`config.mk`:
```
export PLATFORM = sky130hd
export DESIGN_NAME = baseline_reset_ctrl
export DESIGN_NICKNAME = d
export VERILOG_FILES = /design/src/rtl/bsr_pkg.sv /design/src/rtl/bsr_detector.sv /design/src/rtl/bsr_pulse_fsm.sv /design/src/rtl/baseline_reset_ctrl.sv
export SDC_FILE = /design/constraint.sdc
export NUM_CORES = 1
export LEC_CHECK = 0
export ABC_AREA = 0
export BUFFER_PORTS_ARGS = -buffer_cell sky130_fd_sc_hd__buf_2
export CAP_MARGIN = 25
export CORE_MARGIN = 2
export CORE_UTILIZATION = 51
export CTS_CLUSTER_SIZE = 28
export DETAILED_ROUTE_END_ITERATION = 8
export PLACE_DENSITY = 0.79
export SLEW_MARGIN = 20
export SYNTH_ARGS = -nofsm -noshare
export SYNTH_HDL_FRONTEND = slang
export SYNTH_SLANG_ARGS = --single-unit
```
`constraint.sdc`:
```
create_clock -name clk -period 6.6 [get_ports clk]
set_input_delay 0.66 -clock clk [delete_from_list [all_inputs] [get_ports clk]]
set_output_delay 0.66 -clock clk [all_outputs]
set_load 0.01 [all_outputs]
```
`src/rtl/bsr_pkg.sv`:
```
package bsr_pkg;

    typedef enum logic [1:0] {
        ST_IDLE = 2'd0,
        ST_FIRE = 2'd1,
        ST_HOLD = 2'd2
    } bsr_state_e;

    localparam int unsigned BRANCHES = 2;

endpackage

```
`src/rtl/bsr_detector.sv`:
```
module bsr_detector #(
    parameter int unsigned DATA_W = 12,
    parameter int unsigned CNT_W  = 8
) (
    input  logic                     clk,
    input  logic                     rst_n,
    input  logic                     strobe,
    input  logic                     flush,
    input  logic signed [DATA_W-1:0] sample,
    input  logic [DATA_W-2:0]        trip,
    input  logic [DATA_W-2:0]        hyst,
    input  logic [CNT_W-1:0]         qual_len,
    output logic                     qualified
);
    localparam int unsigned EXT_W = DATA_W + 1;

    logic signed [EXT_W-1:0] s_ext;
    logic signed [EXT_W-1:0] trip_ext;
    logic signed [EXT_W-1:0] low_ext;
    logic                    cmp_q;
    logic                    cmp_d;
    logic [CNT_W-1:0]        cnt;
    logic [CNT_W-1:0]        cnt_d;

    assign s_ext    = {sample[DATA_W-1], sample};
    assign trip_ext = {2'b00, trip};
    assign low_ext  = trip_ext - $signed({2'b00, hyst});

    // one-sided comparator with wide hysteresis
    always_comb begin
        if (cmp_q) begin
            cmp_d = (s_ext >= low_ext);
        end else begin
            cmp_d = (s_ext > trip_ext);
        end
    end

    // persistence counter, saturating at the qualification length
    always_comb begin
        cnt_d = cnt;
        if (flush) begin
            cnt_d = '0;
        end else if (strobe) begin
            if (!cmp_d) begin
                cnt_d = '0;
            end else if (cnt < qual_len) begin
                cnt_d = cnt + 1'b1;
            end
        end
    end

    always_ff @(posedge clk) begin
        if (!rst_n) begin
            cmp_q <= 1'b0;
            cnt   <= '0;
        end else begin
            if (strobe) begin
                cmp_q <= cmp_d;
            end
            cnt <= cnt_d;
        end
    end

    assign qualified = cmp_q && (cnt >= qual_len);

    assert_gap_holds_R9: assert property (@(posedge clk) disable iff (!rst_n)
        (!strobe && !flush) |=> ($stable(cnt) && $stable(cmp_q)));

    assert_flush_clears_R8: assert property (@(posedge clk) disable iff (!rst_n)
        flush |=> (cnt == '0));

    assert_strict_trip_R2: assert property (@(posedge clk) disable iff (!rst_n)
        $rose(cmp_q) |-> ($past(s_ext) > $past(trip_ext)));

    assert_release_below_R3: assert property (@(posedge clk) disable iff (!rst_n)
        $fell(cmp_q) |-> ($past(s_ext) < $past(low_ext)));

endmodule

```
`src/rtl/bsr_pulse_fsm.sv`:
```
module bsr_pulse_fsm #(
    parameter int unsigned CNT_W = 8
) (
    input  logic             clk,
    input  logic             rst_n,
    input  logic             strobe,
    input  logic             req,
    input  logic [CNT_W-1:0] pulse_len,
    output logic             stage_rst,
    output logic             flush
);
    import bsr_pkg::*;

    bsr_state_e       state;
    bsr_state_e       state_nxt;
    logic [CNT_W-1:0] tcnt;
    logic             last;

    assign last = (tcnt == pulse_len - 1'b1);

    always_comb begin
        state_nxt = state;
        unique case (state)
            ST_IDLE: if (req)            state_nxt = ST_FIRE;
            ST_FIRE: if (strobe && last) state_nxt = ST_HOLD;
            ST_HOLD: if (strobe && last) state_nxt = ST_IDLE;
            default:                     state_nxt = ST_IDLE;
        endcase
    end

    // state register
    always_ff @(posedge clk) begin
        if (!rst_n) begin
            state <= ST_IDLE;
            tcnt  <= '0;
        end else begin
            state <= state_nxt;
            if (state_nxt != state) begin
                tcnt <= '0;
            end else if (strobe && (state != ST_IDLE)) begin
                tcnt <= tcnt + 1'b1;
            end
        end
    end

    // outputs
    always_comb begin
        stage_rst = 1'b0;
        flush     = 1'b0;
        unique case (state)
            ST_IDLE: ;
            ST_FIRE: begin
                stage_rst = 1'b1;
                flush     = 1'b1;
            end
            ST_HOLD: ;
            default: ;
        endcase
    end

    // checker state: strobes seen since the pulse last fell
    logic [CNT_W-1:0] gap_cnt;
    always_ff @(posedge clk) begin
        if (!rst_n) begin
            gap_cnt <= '1;
        end else if (stage_rst) begin
            gap_cnt <= '0;
        end else if (strobe && (gap_cnt != '1)) begin
            gap_cnt <= gap_cnt + 1'b1;
        end
    end

    assert_pulse_cause_R6: assert property (@(posedge clk) disable iff (!rst_n)
        $rose(stage_rst) |-> $past(req));

    assert_holdoff_R7: assert property (@(posedge clk) disable iff (!rst_n)
        $rose(stage_rst) |-> (gap_cnt >= pulse_len));

endmodule

```
`src/rtl/baseline_reset_ctrl.sv`:
```
module baseline_reset_ctrl #(
    parameter int unsigned DATA_W    = 12,
    parameter int unsigned CNT_W     = 8,
    parameter int unsigned QUAL_DEF  = 64,
    parameter int unsigned PULSE_DEF = 16
) (
    input  logic                     clk,
    input  logic                     rst_n,
    input  logic                     smp_vld,
    input  logic signed [DATA_W-1:0] smp_pos,
    input  logic signed [DATA_W-1:0] smp_neg,
    input  logic [DATA_W-2:0]        cfg_trip,
    input  logic [DATA_W-2:0]        cfg_hyst,
    input  logic [CNT_W-1:0]         cfg_qual,
    input  logic [CNT_W-1:0]         cfg_pulse,
    output logic                     stage_rst
);
    import bsr_pkg::*;

    localparam logic [CNT_W-1:0] QUAL_D  = CNT_W'(QUAL_DEF);
    localparam logic [CNT_W-1:0] PULSE_D = CNT_W'(PULSE_DEF);

    logic [CNT_W-1:0]               qual_eff;
    logic [CNT_W-1:0]               pulse_eff;
    logic signed [DATA_W-1:0]       branch_smp [BRANCHES];
    logic [BRANCHES-1:0]            qual_flag;
    logic                           req;
    logic                           flush;

    assign qual_eff  = (cfg_qual  == '0) ? QUAL_D  : cfg_qual;
    assign pulse_eff = (cfg_pulse == '0) ? PULSE_D : cfg_pulse;

    assign branch_smp[0] = smp_pos;
    assign branch_smp[1] = smp_neg;

    for (genvar b = 0; b < BRANCHES; b++) begin : g_branch
        bsr_detector #(
            .DATA_W (DATA_W),
            .CNT_W  (CNT_W)
        ) u_det (
            .clk       (clk),
            .rst_n     (rst_n),
            .strobe    (smp_vld),
            .flush     (flush),
            .sample    (branch_smp[b]),
            .trip      (cfg_trip),
            .hyst      (cfg_hyst),
            .qual_len  (qual_eff),
            .qualified (qual_flag[b])
        );
    end

    assign req = ^qual_flag;

    bsr_pulse_fsm #(
        .CNT_W (CNT_W)
    ) u_fsm (
        .clk       (clk),
        .rst_n     (rst_n),
        .strobe    (smp_vld),
        .req       (req),
        .pulse_len (pulse_eff),
        .stage_rst (stage_rst),
        .flush     (flush)
    );

    assert_both_block_R5: assert property (@(posedge clk) disable iff (!rst_n)
        (&qual_flag) |=> !$rose(stage_rst));

endmodule

```
==> results.md, run 1 <==
- Worst hold path depth: 1
- Placer congestion estimate: 0.892
- Mux cell area share after synthesis: 1.46%
- Crit path time final: 5020 ps
- Met2 wire length: 4.02 mm
- WL met3: 368 um
- Antenna violations before repair: 0
- Period utilisation layout: 76.0%
- Clock Skews: 2.05 ps
- Total wire length: 8.39 mm
- Register area share after synthesis: 15.6%
- Post-synth EDFFs: 0
- Synth area leader: ha_1
- H-Tree Depth: 1
- # DRC: 0
- N_diodes: 0
- Sink Count: 28
- RSZ-0062 raised after global routing: false
- Post-synthesis compound-gate area fraction: 20.2%
- Synth top area share: 27.1%
- Pwr Total: 522 uW
- Total core area: 6830 um^2
- Top Layer Used: met4
- Worst setup margin: 1580 ps
- Chip height: 88.1 um
- Clk_lat worst skew: 270 ps
- Setup bufs post-CTS: 0
- Met1 WL: 3.94 mm
- Cts repair resizes: 0
- 1st-iter DRT viols: 162
- Worst-Margin Slew: 698 ps
- Fraction of the mapped netlist area in adder cells: 27.6%
- Reg2Reg Depth: 8
- Commonest cells after routing, fill and taps aside: 78 x ha_1, 65 x buf_2, 49 x inv_1, 32 x o21ai_0, 32 x a21oi_1
- Die W: 88.1 um
- Setup TNS: 0 ps
- Critical path class: input port to flip-flop
- Synth cell types: 57
- #FFs+latches synth: 28
- PortBufs: 65
- # hold bufs at CTS: 0
- Clock Pin Slew Worst Setup and Hold Paths: 100 ps
- Status: finished, final reports clean
- Design Area, Final: 4070 um^2
- Largest family of logic cells by synthesized area: adder cells
- Worst setup EP type: flip-flop
- Fmax: 199 MHz
- Top cells by area, synth: ha_1 27%, dfxtp_1 16%, inv_1 5.1%, a21oi_1 4.4%, o21ai_0 4.4%
- Mean area per synthesized cell: 7.84 um^2
- Gr usage total: 22.7%
- Relative slew slack: 52.2%
- Synth Instances: 460
- Most common flop cell mapped by yosys: dfxtp_1
- Min-delay worst type: flip-flop to flip-flop
- Starting Density: 52.8%
- Layout cells sized above 1: 14.6%
- Critical path required time: 6770 ps
- Area after DPL: 4000 um^2
- Routed Antenna Nets: 0
- Most common cell after layout, fill and taps aside: ha_1
- MaxCap Viol Count: 0
- CP startpoint kind: input port
- Static Leakage: 1.92 nW
- CP arrival: 5190 ps
- TritonCTS clock tree: done
- DP Worst Slack: 1320 ps
- Crit path max fanout: 10
- Per-cell routed wire length: 13.6 um
- Global-route wire length before repair: 14.5 mm
- Grt ovf: 0
- Max Transition Viols Final: 0
- Power Dens Cells: 128 nW/um^2
- FP Rows: 30
- Synthesized area: 3600 um^2
- Synth Area in XOR/XNOR: 7.53%
- Syn_nets: 604
- Total number of vias: 3430
- Post-layout net count: 665
- Vias per cell: 5.57
- Fin. Hold Viols: 0
- Clock Path Buffers: 2
- Largest net degree at the start of global routing: 17
- Final setup viols: 0
- Drt pass-1 iters: 4
- Yosys warns: 0
- Ports: 66
- Max VDD drop: 0.0851 mV
- Min Hold Slack: 506 ps
- Clk root buf: clkbuf_8
- Async SR Flop Fraction: 0%
- Share of synthesized cell area in and, or, nand and nor gates: 21.0%
- HPWL after detailed placement: 6.98 mm
- Num CTS Buffers: 3
- Register-to-register setup slack: 4180 ps
- Vias in the first global route: 3361
- P&R area growth vs syn: 13.0%
- Die area: 7760 um^2
Yosys cell counts (2+ instances only):
cell type and number:
a2111oi_0 2, a211oi_1 5, a21o_1 8, a21oi_1 32, a31oi_1 2, a41oi_1 2, and2_1 3, and3_1 4
and4_1 2, buf_6 2, clkbuf_1 6, dfxtp_1 28, ha_1 78, inv_1 49, mux2_2 2, mux2i_1 3
nand2_1 25, nand2b_1 4, nand3_1 23, nand4_1 13, nor2_1 29, nor2b_1 7, nor3_1 4, nor3b_1 6
nor4_1 5, nor4b_1 2, o2111ai_1 2, o211ai_1 11, o21a_1 3, o21ai_0 32, o21ai_1 2, o22ai_1 3
o31ai_1 3, o32ai_1 2, or3_1 5, xnor2_1 16, xor2_1 15
cells by family after synthesis:
kind of cell,after synthesis
buffers and inverters,59
AOI/OAI and AO/OA,117
muxes,5
adders and majority gates,79
xor gates and xnor gates,31
and+or+nand+nor,141
DFF,28
area by class of cell:
class	count	area (um^2)
multi-input combinational	373	2810
fill	661	2760
sequential	28	561
timing repair buffer	65	325
inverter	50	188
tap	96	120
clock buffer	3	41.3
clock inverter	1	30.0
stage by stage:
step,utilization (%),cells
floorplan,-,460
global placement,58.6,612
detailed placement,58.6,612
CTS,59.6,616
global route,59.6,616
finish,59.6,616
path summary, 6_finish.rpt:
kind | end | from
max | g_branch[0].u_det.cnt[7]$_SDFFE_PP0P_ | cfg_trip[0]
min | u_fsm.state[0]$_SDFF_PN0_ | u_fsm.state[1]$_SDFF_PN0_
max reg2reg | u_fsm.state[0]$_SDFF_PN0_ | g_branch[1].u_det.cnt[6]$_SDFFE_PP0P_
min reg2reg | u_fsm.state[0]$_SDFF_PN0_ | u_fsm.state[1]$_SDFF_PN0_
layer usage:
layer | GRT usage [%] | up-vias
met2 | 41.1 | 78
met1 | 29.2 | 1546
met3 | 2.17 | 6
met4 | 4.82 | 0
li1 | - | 1800
met5 | 0 | -
flip-flops by register name (all words and copies together), names as in the netlist:
signal and flops:
u_fsm.tcnt 8, g_branch.u_det.cmp_q 2, g_branch.u_det.cnt 16, u_fsm.state 2
critical path, stage by stage:
cell,delay (ps)
buf_2,120
inv_1,50
ha_1,160
inv_1,50
fa_1,390
a21o_1,170
a21oi_1,220
o21bai_1,110
a2111oi_0,660
o31ai_1,160
a21oi_1,200
xor2_1,120
ha_1,210
nor4b_1,430
o2111ai_1,190
a21oi_1,160
o2bb2ai_1,140
and2_1,260
nor4_1,350
mux2_2,370
power breakdown:
part / leakage (nW) / switching (mW) / internal, mW
clock: 0.0357 / 0.0550 / 0.0812
combinational: 1.66 / 0.118 / 0.0931
sequential: 0.226 / 0.00324 / 0.171
total: 1.92 / 0.176 / 0.345
Note: power is estimated with default switching activity, not from simulation.
==> inputs of run 2 (changes only) <==
--- a/config.mk
+++ b/config.mk
@@ -5,7 +5,7 @@
 export SDC_FILE = /design/constraint.sdc
 export NUM_CORES = 1
 export LEC_CHECK = 0
-export ABC_AREA = 0
+export ABC_AREA = 1
 export BUFFER_PORTS_ARGS = -buffer_cell sky130_fd_sc_hd__buf_2
 export CAP_MARGIN = 25
 export CORE_MARGIN = 2
==> constraint.sdc (replaced) <==
create_clock -name clk -period 4.86 [get_ports clk]
set_input_delay 0.486 -clock clk [delete_from_list [all_inputs] [get_ports clk]]
set_output_delay 0.486 -clock clk [all_outputs]
set_load 0.01 [all_outputs]
==> results.md, run 2 <==
- CP Cell Sequence: buf_2, inv_1, ha_1, inv_1, fa_1, nand3_1, nand2_1, nand2_1, o211ai_1, nand2_1, nand2_1, a21oi_1, xor2_1, ha_1, nand4_1, inv_1, nand2_1, nand3_1, nand2_1, nand3_1, nand2_1, nand3_1, nand3_1, a21oi_1 (was buf_2, inv_1, ha_1, inv_1, fa_1, a21o_1, a21oi_1, o21bai_1, a2111oi_0, o31ai_1, a21oi_1, xor2_1, ha_1, nor4b_1, o2111ai_1, a21oi_1, o2bb2ai_1, and2_1, nor4_1, mux2_2)
- Critical path class: input port to flip-flop (unchanged)
- Syn_nets: 724 (was 604)
- Placed Cells: 740 (was 612)
- CP arrival: 3580 ps (was 5190 ps)
- Cts repair resizes: 0 (unchanged)
- Register-to-register setup slack: 2820 ps (was 4180 ps)
- N_diodes: 0 (unchanged)
- Ports: 66 (unchanged)
- Chip height: 90.5 um (was 88.1 um)
- Per-cell routed wire length: 12.3 um (was 13.6 um)
- Power Dens Cells: 173 nW/um^2 (was 128 nW/um^2)
- Post-synth EDFFs: 0 (unchanged)
- P&R area growth vs syn: 13.2% (was 13.0%)
- Max VDD drop: 0.161 mV (was 0.0851 mV)
- Most flop-heavy register: g_branch.u_det.cnt (unchanged)
- Share of synthesized cell area in and, or, nand and nor gates: 30.1% (was 21.0%)
- Synth Instances: 580 (was 460)
- Hold path start: rst_n (was u_fsm.state[1]$_SDFF_PN0_)
- MaxCap Viol Count: 0 (unchanged)
- Area after DPL: 4250 um^2 (was 4000 um^2)
- Max Transition Viols Final: 0 (unchanged)
- Die W: 90.5 um (was 88.1 um)
- Fin. Hold Viols: 0 (unchanged)
- Yosys warns: 0 (unchanged)
- Reg2Reg Depth: 9 (was 8)
- Clk root buf: clkbuf_8 (unchanged)
- Starting Density: 52.7% (was 52.8%)
- H-Tree Depth: 1 (unchanged)
- Clk_lat worst skew: 280 ps (was 270 ps)
- Post-layout net count: 790 (was 665)
- Placer congestion estimate: 0.889 (was 0.892)
- PortBufs: 65 (unchanged)
- Register area share after synthesis: 14.7% (was 15.6%)
- # hold bufs at CTS: 0 (unchanged)
- Routed Antenna Nets: 0 (unchanged)
- Mux cell area share after synthesis: 0.262% (was 1.46%)
- Most common cell in the netlist: nand2_1 (was ha_1)
- CP startpoint kind: input port (unchanged)
- DP Worst Slack: 1210 ps (was 1320 ps)
- Most common flop cell mapped by yosys: dfxtp_1 (unchanged)
- Commonest cells after routing, fill and taps aside: 112 x nand2_1, 101 x inv_1, 78 x ha_1, 65 x buf_2 (was 78 x ha_1, 65 x buf_2, 49 x inv_1, 32 x o21ai_0, 32 x a21oi_1)
- TritonCTS clock tree: done (unchanged)
- Post-synthesis compound-gate area fraction: 11.9% (was 20.2%)
- Synthesized area: 3820 um^2 (was 3600 um^2)
- Worst-Margin Slew: 530 ps (was 698 ps)
- Sink Count: 28 (unchanged)
- Clock Path Buffers: 2 (unchanged)
- Critical path required time: 5010 ps (was 6770 ps)
- Total core area: 7250 um^2 (was 6830 um^2)
- Top Registers: g_branch.u_det.cnt (16), u_fsm.tcnt (8) (unchanged)
- Crit path time final: 3440 ps
- Antenna violations before repair: 0 (unchanged)
- Worst setup EP type: flip-flop (unchanged)
- Worst R2R Start: g_branch[0].u_det.cnt[5]$_SDFFE_PP0P_ (was g_branch[1].u_det.cnt[6]$_SDFFE_PP0P_)
- CP max-delay cell: fa_1 (was a2111oi_0)
- Synth area leader: ha_1 (unchanged)
- Setup TNS: 0 ps (unchanged)
- Most common cell after layout, fill and taps aside: nand2_1 (was ha_1)
- Vias per cell: 5.22 (was 5.57)
- Vias in the first global route: 3713 (was 3361)
- Top post-synthesis cells by count: 112 x nand2_1, 101 x inv_1, 78 x ha_1 (was 78 x ha_1, 49 x inv_1, 32 x a21oi_1, 32 x o21ai_0, 29 x nor2_1)
- Clock Pin Slew Worst Setup and Hold Paths: 100 ps (about the same)
- Crit-path most repeated cell: nand2_1 (was a21oi_1)
- Layout Cells excl Fill: 744 (was 616)
- R2R Path End: g_branch[0].u_det.cnt[2]$_SDFFE_PP0P_ (was u_fsm.state[0]$_SDFF_PN0_)
- Mean area per synthesized cell: 6.59 um^2 (was 7.84 um^2)
- Max reg flops: 16 (unchanged)
- Synth Area in XOR/XNOR: 6.58% (was 7.53%)
- Synth top area share: 25.5% (was 27.1%)
- Synth cell types: 33 (was 57)
- # DRC: 0 (unchanged)
- Worst hold path depth: 3 (was 1)
- Num CTS Buffers: 3 (unchanged)
- Setup bufs post-CTS: 0 (unchanged)
- Drt pass-1 iters: 4 (unchanged)
- 1st-iter DRT viols: 144 (was 162)
- Die area: 8200 um^2 (was 7760 um^2)
- Final setup viols: 0 (unchanged)
- Largest family of logic cells by synthesized area: simple AND/OR/NAND/NOR gates (was adder cells)
- RSZ-0062 raised after global routing: false (unchanged)
- Crit path max fanout: 9 (was 10)
- Period utilisation layout: 70.7%
- Static Leakage: 2.40 nW (was 1.92 nW)
- Design Area, Final: 4330 um^2 (was 4070 um^2)
- Total wire length: 9.18 mm (was 8.39 mm)
- HPWL after detailed placement: 7.89 mm (was 6.98 mm)
- Status: finished, final reports clean (unchanged)
- Clock Skews: 5.65 ps (was 2.05 ps)
- Global-route wire length before repair: 15.8 mm (was 14.5 mm)
- #FFs+latches synth: 28 (unchanged)
- Async SR Flop Fraction: 0% (unchanged)
- Pwr Total: 747 uW (was 522 uW)
- Relative slew slack: 64.6% (was 52.2%)
- Min-Delay Endpoint: u_fsm.state[1]$_SDFF_PN0_ (was u_fsm.state[0]$_SDFF_PN0_)
- Gr usage total: 22.4% (was 22.7%)
- Largest net degree at the start of global routing: 22 (was 17)
- Fmax: 291 MHz
- Fraction of the mapped netlist area in adder cells: 26.1% (was 27.6%)
- Layout cells sized above 1: 11.9% (was 14.6%)
- Total number of vias: 3885 (was 3430)
- Min Hold Slack: 458 ps (was 506 ps)
- Max incr delay on CP: 400 ps (was 660 ps)
- FP Rows: 31 (was 30)
- Worst setup margin: 1420 ps (was 1580 ps)
- Grt ovf: 0 (unchanged)
- Top cells by area, synth: ha_1 26%, dfxtp_1 15%, nand2_1 11%, inv_1 9.9%, a21oi_1 6.8% (was ha_1 27%, dfxtp_1 16%, inv_1 5.1%, a21oi_1 4.4%, o21ai_0 4.4%)
- Core Util, Final: 59.6% (about the same)
- Min-delay worst type: input port to flip-flop (was flip-flop to flip-flop)
[run 2: cell types whose count changed after synthesis, sizes merged, moves of 7 or more]
cell / previous run / this run
nand2: 26 / 114
inv: 49 / 101
nand3: 23 / 53
o21ai: 34 / 11
a21oi: 32 / 52
nor2: 29 / 49
nand4: 13 / 28
xnor2: 16 / 5
o211ai: 11 / 3
nor2b: 7 / 0
[run 2: report_power, final]
part	internal, mW	switching (mW)
registers	0.232	0.00375
logic	0.129	0.196
clock network	0.110	0.0760
total	0.472	0.275
[run 2: cells by family after synthesis]
kind of cell / Yosys count
compound gates: 81
fa+ha+maj: 79
mux: 1
xor+xnor: 27
simple gates: 258
buf+inv: 106
flops: 28
[run 2: layout make-up]
type                       count  area [um^2]
multi-input combinational    446         2860
tap                           99          124
sequential                    28          561
clock buffer                   3         41.3
clock inverter                 1         30.0
fill                         701         2930
inverter                     102          383
timing repair buffer          65          325
[run 2: routing by layer]
| metal | wire length, um | part of all wire, % | track usage (%) | up-vias |
|---|---|---|---|---|
| li1 | - | - | - | 2070 |
| met1 | 4410 | 48 | 30.2 | 1719 |
| met2 | 4300 | 47 | 39.6 | 88 |
| met3 | 395 | 4.3 | 2.00 | 8 |
| met4 | 86 | 0.94 | 3.59 | 0 |
| met5 | 0 | 0 | 0 | - |
[run 2: worst max path at each step]
stage / slack (ps) / startpoint / to / depth (start not counted)
2_1_floorplan: 1740 / cfg_hyst[2] / g_branch[0].u_det.cnt[0]$_SDFFE_PP0P_ / 21
3_3_place_gp: 1320 / cfg_trip[0] / g_branch[0].u_det.cnt[0]$_SDFFE_PP0P_ / 24
3_5_place_dp: 1210 / cfg_trip[0] / g_branch[1].u_det.cnt[7]$_SDFFE_PP0P_ / 24
4_1_cts: 1490 / cfg_trip[0] / g_branch[1].u_det.cnt[7]$_SDFFE_PP0P_ / 24
5_1_grt: 1060 / cfg_trip[0] / g_branch[1].u_det.cnt[7]$_SDFFE_PP0P_ / 24
6_report: 1420 / cfg_trip[0] / g_branch[1].u_det.cnt[7]$_SDFFE_PP0P_ / 24
[run 2: critical path, delay by kind of cell]
kind,cells,cell delay (ps)
simple gates,13,1360
fa+ha+maj,3,840
compound gates,3,350
buf+inv,4,310
xor+xnor,1,230
==> inputs of run 3 (changes only) <==
==> constraint.sdc (replaced) <==
create_clock -name clk -period 3.3 [get_ports clk]
set_input_delay 0.33 -clock clk [delete_from_list [all_inputs] [get_ports clk]]
set_output_delay 0.33 -clock clk [all_outputs]
set_load 0.01 [all_outputs]
==> results.md, run 3 (same netlist as run 2, synthesis figures left out) <==
- Status: finished, final reports clean (unchanged)
- MaxCap Viol Count: 0 (unchanged)
- # DRC: 0 (unchanged)
- Gr usage total: 23.7% (was 22.4%)
- Delay-heaviest family, CP: simple AND/OR/NAND/NOR gates (unchanged)
- HPWL after detailed placement: 8.11 mm (was 7.89 mm)
- Clk root buf: clkbuf_8 (unchanged)
- WP buf/inv: 4 (unchanged)
- Min Hold Slack: 309 ps (was 458 ps)
- Worst setup EP type: flip-flop (unchanged)
- Max reg flops: 16 (unchanged)
- Max VDD drop: 0.187 mV (was 0.161 mV)
- PortBufs: 65 (unchanged)
- Global-route wire length before repair: 16.6 mm (was 15.8 mm)
- Period utilisation layout: 92.8%
- Clock Path Buffers: 2 (unchanged)
- Crit path max fanout: 9 (unchanged)
- Layout cells sized above 1: 14.3% (was 11.9%)
- Clk_lat worst skew: 280 ps (about the same)
- Post-layout net count: 802 (was 790)
- Fmax: 326 MHz
- H-Tree Depth: 1 (unchanged)
- Vias in the first global route: 3859 (was 3713)
- Vias per cell: 5.22 (about the same)
- Most flop-heavy register: g_branch.u_det.cnt (unchanged)
- Top Registers: g_branch.u_det.cnt (16), u_fsm.tcnt (8) (unchanged)
- Fin. Hold Viols: 0 (unchanged)
- Design Area, Final: 4430 um^2 (was 4330 um^2)
- Max incr delay on CP: 350 ps (was 400 ps)
- Crit-path most repeated cell: nand2_1 (unchanged)
- CP arrival: 3220 ps (was 3580 ps)
- TritonCTS clock tree: done (unchanged)
- Die area: 8200 um^2 (unchanged)
- CP max-delay cell: fa_2 (was fa_1)
- CP startpoint kind: input port (unchanged)
- Per-cell routed wire length: 12.5 um (was 12.3 um)
- Drt pass-1 iters: 4 (unchanged)
- Core Util, Final: 61.1% (was 59.6%)
- FP Rows: 31 (unchanged)
- Relative slew slack: 65.4% (was 64.6%)
- P&R area growth vs syn: 16.0% (was 13.2%)
- Routed Antenna Nets: 0 (unchanged)
- Power Dens Cells: 255 nW/um^2 (was 173 nW/um^2)
- Critical path class: input port to flip-flop (unchanged)
- Total wire length: 9.44 mm (was 9.18 mm)
- Starting Density: 52.7% (unchanged)
- Min-delay worst type: input port to flip-flop (unchanged)
- Static Leakage: 2.46 nW (was 2.40 nW)
- Setup TNS: 0 ps (unchanged)
- DP Worst Slack: -116 ps (was 1210 ps)
- Crit path time final: 3060 ps
- Total number of vias: 3949 (was 3885)
- Critical path required time: 3460 ps (was 5010 ps)
- Final setup viols: 0 (unchanged)
- Grt ovf: 0 (unchanged)
- Placer congestion estimate: 0.935 (was 0.889)
- Antenna violations before repair: 0 (unchanged)
- Clock Skews: 2.62 ps (was 5.65 ps)
- Clock Pin Slew Worst Setup and Hold Paths: 100 ps (about the same)
- Total core area: 7250 um^2 (unchanged)
- Num CTS Buffers: 3 (unchanged)
- Worst setup margin: 236 ps (was 1420 ps)
- Worst-Margin Slew: 519 ps (was 530 ps)
- N_diodes: 0 (unchanged)
- Sink Count: 28 (unchanged)
- Most common cell after layout, fill and taps aside: nand2_1 (unchanged)
- Largest net degree at the start of global routing: 22 (unchanged)
- Max Transition Viols Final: 0 (unchanged)
- Area after DPL: 4340 um^2 (was 4250 um^2)
- 1st-iter DRT viols: 142 (was 144)
- Chip height: 90.5 um (unchanged)
- Ports: 66 (unchanged)
- Commonest cells after routing, fill and taps aside: 109 x nand2_1, 101 x inv_1, 78 x ha_1, 65 x buf_2, 52 x a21oi_1 (was 112 x nand2_1, 101 x inv_1, 78 x ha_1, 65 x buf_2)
- Die W: 90.5 um (unchanged)
[run 3: changes by cell type in the layout (fill, tap and decap cells not counted)]
cell	change
buf_4	+12
nand2_1	-3
nand2_2	+3
fa_1	-1
fa_2	+1
nand3_1	-1
nand3_2	+1
[run 3: final timing paths]
path         slack (ps)                                  start                                     to  depth (start not counted)
min reg2reg         530  g_branch[1].u_det.cnt[7]$_SDFFE_PP0P_  g_branch[1].u_det.cnt[7]$_SDFFE_PP0P_                          2
max reg2reg        1290  g_branch[1].u_det.cnt[1]$_SDFFE_PP0P_             u_fsm.tcnt[4]$_SDFFE_PP0P_                         12
max                 240                            cfg_trip[0]  g_branch[0].u_det.cnt[7]$_SDFFE_PP0P_                         25
min                 310                                  rst_n              u_fsm.state[1]$_SDFF_PN0_                          3
[run 3: worst register-to-register path, stage by stage, from the launching register on]
cell and delay (ps):
dfxtp_1 440, ha_1 280, a21oi_1 150, o21ai_0 90, nand2_1 70, nand3_1 130, o21ai_0 230, inv_1 60
nand2_1 50, nand2_1 60, nand2_1 90, nand3_2 170, nor2_1 140
[run 3: layout make-up]
type | count | area [um^2]
Clock inverter | 1 | 30.0
Sequential cell | 28 | 561
Timing Repair Buffer | 77 | 415
Multi-Input combinational cell | 446 | 2880
Fill cell | 703 | 2820
Clock buffer | 3 | 41.3
Inverter | 102 | 383
Tap cell | 99 | 124
[run 3: power breakdown]
group | switching (mW) | internal [mW] | leakage, nW
sequential | 0.00560 | 0.342 | 0.226
combinational | 0.293 | 0.209 | 2.20
clock | 0.116 | 0.163 | 0.0357
total | 0.415 | 0.713 | 2.46
[run 3: what timing repair did]
action / CTS / global route
setup buffers: 0 / 0
gates resized for setup: 0 / 5
hold buffers: 0 / 0
endpoints found under the hold margin: 0 / 0
endpoints found under the setup margin: 0 / 18
[run 3: per-layer routing]
metal	wire, um	vias up	GRT usage [%]
met1	4420	1748	30.9
met4	144	0	5.64
met2	4490	88	42.6
li1	-	2099	-
met5	0	-	0
met3	382	14	1.67
[run 3: per-stage QoR]
stage               total power [mW]  std cells
global route                    1.22        756
detailed placement             0.848        752
global placement               0.826        752
CTS                             1.12        756
floorplan                      0.684        580
finish                          1.13        756
